[src/rtl/tcl_pkg.sv]
package tcl_pkg;
  localparam int CODE_W = 2;
  localparam int IN_W   = 2;
  localparam int GATE_BIT = 1;
  localparam int TOG_BIT  = 0;

  typedef enum logic [CODE_W-1:0] {
    CODE_IDLE_LO = 2'b00,
    CODE_SPARE   = 2'b01,
    CODE_SET     = 2'b10,
    CODE_IDLE_HI = 2'b11
  } tcl_code_e;
endpackage

[src/rtl/tcl_sampler.sv]
module tcl_sampler #(
  parameter int IN_W = 2
) (
  input  logic            clk_i,
  input  logic            rst_i,
  input  logic [IN_W-1:0] raw_i,
  output logic [IN_W-1:0] smp_o,
  output logic            multi_o
);
  logic [IN_W-1:0] smp_q;
  logic            multi_q;
  logic [IN_W-1:0] diff;

  assign diff = raw_i ^ smp_q;

  always_ff @(posedge clk_i) begin
    if (rst_i) begin
      smp_q   <= raw_i;
      multi_q <= 1'b0;
    end else begin
      smp_q   <= raw_i;
      multi_q <= ($countones(diff) > 1);
    end
  end

  assign smp_o   = smp_q;
  assign multi_o = multi_q;
endmodule

[src/rtl/tcl_step.sv]
module tcl_step
  import tcl_pkg::*;
(
  input  tcl_code_e cur_i,
  input  logic      gate_i,
  input  logic      tog_i,
  output tcl_code_e nxt_o
);
  always_comb begin
    nxt_o = cur_i;
    unique case (cur_i)
      CODE_IDLE_LO: nxt_o = tog_i ? CODE_SET : CODE_IDLE_LO;
      CODE_IDLE_HI: nxt_o = tog_i ? CODE_IDLE_HI : CODE_SET;
      CODE_SET: begin
        if (gate_i)     nxt_o = CODE_SET;
        else if (tog_i) nxt_o = CODE_IDLE_HI;
        else            nxt_o = CODE_IDLE_LO;
      end
      CODE_SPARE:   nxt_o = tog_i ? CODE_IDLE_HI : CODE_IDLE_LO;
      default:      nxt_o = CODE_IDLE_LO;
    endcase
  end
endmodule

[src/rtl/toggle_catch_latch.sv]
module toggle_catch_latch
  import tcl_pkg::*;
(
  input  logic              clk_i,
  input  logic              rst_i,
  input  logic              gate_i,
  input  logic              tog_i,
  output logic              hit_o,
  output logic [CODE_W-1:0] code_o
);
  logic [IN_W-1:0] raw;
  logic [IN_W-1:0] smp;
  logic            multi;
  tcl_code_e       code_q;
  tcl_code_e       code_nxt;

  assign raw[GATE_BIT] = gate_i;
  assign raw[TOG_BIT]  = tog_i;

  tcl_sampler #(.IN_W(IN_W)) u_smp (
    .clk_i  (clk_i),
    .rst_i  (rst_i),
    .raw_i  (raw),
    .smp_o  (smp),
    .multi_o(multi)
  );

  tcl_step u_step (
    .cur_i (code_q),
    .gate_i(smp[GATE_BIT]),
    .tog_i (smp[TOG_BIT]),
    .nxt_o (code_nxt)
  );

  always_ff @(posedge clk_i) begin
    if (rst_i)       code_q <= tog_i ? CODE_IDLE_HI : CODE_IDLE_LO;
    else if (!multi) code_q <= code_nxt;
  end

  assign hit_o  = smp[GATE_BIT] & (code_q == CODE_SET);
  assign code_o = code_q;
endmodule

[config.mk]
export PLATFORM = sky130hd
export DESIGN_NAME = toggle_catch_latch
export DESIGN_NICKNAME = d
export VERILOG_FILES = /design/src/rtl/tcl_pkg.sv /design/src/rtl/tcl_sampler.sv /design/src/rtl/tcl_step.sv /design/src/rtl/toggle_catch_latch.sv
export SDC_FILE = /design/constraint.sdc
export NUM_CORES = 1
export LEC_CHECK = 0
export BUFFER_PORTS_ARGS = -buffer_cell sky130_fd_sc_hd__buf_2
export CORE_AREA = 2 2 39 41
export CTS_BUF_LIST = sky130_fd_sc_hd__clkbuf_4
export CTS_CLUSTER_DIAMETER = 150
export DETAILED_ROUTE_END_ITERATION = 8
export DIE_AREA = 0 0 41 43
export GPL_TIMING_DRIVEN = 0
export SETUP_SLACK_MARGIN = 0.02
export SLEW_MARGIN = 40
export SYNTH_ARGS = -nofsm -noshare
export SYNTH_HDL_FRONTEND = slang
export SYNTH_SLANG_ARGS = --single-unit
export TNS_END_PERCENT = 1
[constraint.sdc]
create_clock -name clk_i -period 1.4 [get_ports clk_i]
set_clock_uncertainty 0.15 [all_clocks]
set_input_delay 0.28 -clock clk_i [delete_from_list [all_inputs] [get_ports clk_i]]
set_output_delay 0.28 -clock clk_i [all_outputs]
set_load 0.005 [all_outputs]
==> metrics.csv <==
stage,metric,value,unit
sta,final setup TNS,0,ps
global_route,vias in the first global route,135,
placement,placed cells,41,
setup_path,reg-to-reg endpoint,code_o[0],
global_route,Congestion Overflow GR,0,
clock_tree,CTS H-tree depth,1,
routing,wire length per cell,8.022,um
cells_and_area,share of cells above drive strength 1,37.93,%
floorplanning,die area,1763,sq um
pwr,PwrDens,1419,nW/um^2
sta,"Period Utilization, post-route",94.54,%
global_route,Global Route Usage Sum,5.954,%
placement,HPWL Detailed,249.4,um
clock_tree,Clock Sinks,5,
pwr,Max IR drop VDD,0.3298,mV
global_route,first-pass GRT wire length,586,um
yosys,Netlist cell types,10,
setup_path,CP max stage cell,edfxtp_1,
setup_path,CP cell instances,nor2_1 -> buf_2,
sta,"Setup violations, final",0,
sta,Final Max Tran Viols,0,
sta,Slew @ Worst Pin,176.0,ps
routing,drc violations,0,
clock_tree,TritonCTS clock tree,done,
floorplanning,Die X,41,um
global_route,antenna violations before repair,0,
outcome,status,"complete, no violations",
clock_tree,"CTS clk-pin slew, worst paths",40,ps
cells_and_area,Layout Utilization,20.34,%
global_route,pin count of the biggest net entering global routing,7,
clock_tree,worst skew pair latency,240,ps
yosys,multiplexer share of the synthesized area,0,%
sta,minimum clock period after layout,1324,ps
worst_hold_path,min-delay src,gate_i,
yosys,sequential share of the synthesized area,59.63,%
pwr,Leak,0.1144,nW
worst_hold_path,Worst Hold Class,input port to flip-flop,
clock_tree,clk buf depth,2,
setup_path,"Arr. time, crit path",890,ps
sta,final hold vios,0,
setup_path,R2R depth,3,
sta,final worst slack,76.43,ps
floorplanning,Cell Rows,14,
yosys,Synth Area in XOR/XNOR,8.696,%
yosys,top post-synthesis cells by area,"dfxtp_1 (30%), edfxtp_1 (30%), xnor2_1 (8.7%), o21ai_0 (7.5%), nor2b_1 (6.2%)",
yosys,main combinational cell family by area after synthesis,simple AND/OR/NAND/NOR gates,
run,Max Cap Viol,0,
routing,DR iter-0 viols,8,
setup_path,crit path capture type,output port,
routing,final wirelength,361,um
yosys,Post-Syn Nets,23,
cells_and_area,final std cells w/o fill,45,
routing,Via density,3.533,
worst_hold_path,Hold Path Sink,u_smp.smp_o[1],
sta,fmax,0.7555,GHz
clock_tree,Post-CTS Hold Buffers,0,
clock_tree,Post-CTS Resized,0,
routing,total number of vias,159,
yosys,post-synth top area share,29.81,%
yosys,Synth async-reset ratio,0,%
cells_and_area,area grow syn2layout,39.75,%
placement,Final Wtd Congestion,0.7155,
setup_path,Worst path max stage delay,420,ps
clock_tree,CTS root buf,clkbuf_4,
sta,unrepaired setup endpoints after global routing,no,
placement,# port buffers,6,
yosys,Syn. warnings,0,
floorplanning,core area,1384,sq um
yosys,Post-Synth Simple-Gate Area,21.74,%
routing,post-route antenna net violation count,0,
cells_and_area,n_diodes,0,
yosys,Yosys reg bits,5,
sta,Max transition margin,88.18,%
setup_path,CP Max Fanout,4,
yosys,Post-synth EDFFs,2,
yosys,ys flop type,dfxtp_1,
cells_and_area,Final nets,34,
yosys,syn avg cell area,10.60,sq um
floorplanning,I/O pins,7,
placement,DP Worst Slack,209.0,ps
yosys,synthesized-area fraction occupied by adder cells,0,%
setup_path,critical path launch point type,flip-flop,
floorplanning,Die H,43,um
routing,TritonRoute pass-1 iters,4,
setup_path,"setup slack, reg-to-reg",180,ps
yosys,compound-cell area share of the yosys netlist,9.938,%
yosys,Syn Inst Count,19,
yosys,synthesized area,201.4,sq um
yosys,Post-synth top cells,"dfxtp_1 (3), o21ai_0 (3)",
worst_hold_path,hold depth,1,
setup_path,Reg2Reg Launch Point,code_o[1],
yosys,Synth area leader,dfxtp_1,
floorplanning,initial core utilization,14.56,%
clock_tree,Post-CTS Setup Bufs,0,
setup_path,crit path kind,flip-flop to output port,
clock_tree,TritonCTS Buffers,3,
setup_path,Required @ worst endpoint,970,ps
worst max path at each step:
stage | from | endpoint | slack, ps | cells after the start
finish | code_o[0] | hit_o | 80 | 2
global placement | code_o[1] | code_o[0] | 210 | 3
detailed placement | code_o[1] | code_o[0] | 210 | 3
global route | code_o[0] | hit_o | 30 | 2
CTS | code_o[0] | hit_o | 70 | 2
floorplan | code_o[1] | code_o[0] | 260 | 3
flip-flops by register name (all words and copies together), names as in the netlist:
signal,cells
code_o,2
u_smp.multi_o,1
u_smp.smp_o,2
where the power goes:
| part | switching [W] | internal [W] |
|---|---|---|
| clock | 0.0000616 | 0.000127 |
| sequential | 0.00000865 | 0.000165 |
| combinational | 0.0000175 | 0.0000197 |
| total | 0.0000878 | 0.000312 |
kinds of logic after synthesis:
group | Yosys count
AOI/OAI and AO/OA | 4
DFF | 5
and+or+nand+nor | 8
xor gates and xnor gates | 2
per-stage QoR:
step	cell area [sq um]	total power, W	hold slack (ps)
floorplan	201.4	0.0001938	157.7
detailed placement	251.5	0.0002126	260.1
finish	281.5	0.0003993	9.874
global placement	251.5	0.0002122	257.3
global route	281.5	0.0004248	4.939
CTS	281.5	0.0004066	2.929
cell usage in the layout, fill, tap and decap left out, types with 2 or more instances in the layout:
cell / n
clkbuf_4: 4
edfxtp_1: 2
nor2_1: 2
dfxtp_1: 3
nand2_1: 2
buf_2: 6
nor2b_1: 2
o21ai_0: 3
xnor2_1: 2
cell type report:
class                      count  area (sq um)
multi-input combinational     14         81.33
timing repair buffer           6         30.03
clock buffer                   4         30.03
tap                           16         20.02
fill                         152          1102
sequential                     5         120.1
worst max-delay path: cells and delay by family, from the launching register on:
kind / cells / cell delay [ps]
buffers and inverters: 1 / 110
flip-flops: 1 / 420
AND/OR/NAND/NOR: 1 / 120
per-layer routing:
| layer | global-route usage (%) | up-vias | part of all wire (%) |
|---|---|---|---|
| met5 | 0 | - | 0 |
| met4 | 10.00 | 0 | 2.2 |
| met3 | 3.141 | 2 | 8.9 |
| met2 | 4.375 | 6 | 39 |
| met1 | 7.843 | 67 | 49 |
| li1 | - | 84 | - |
Note: power is estimated with default switching activity, not from simulation.
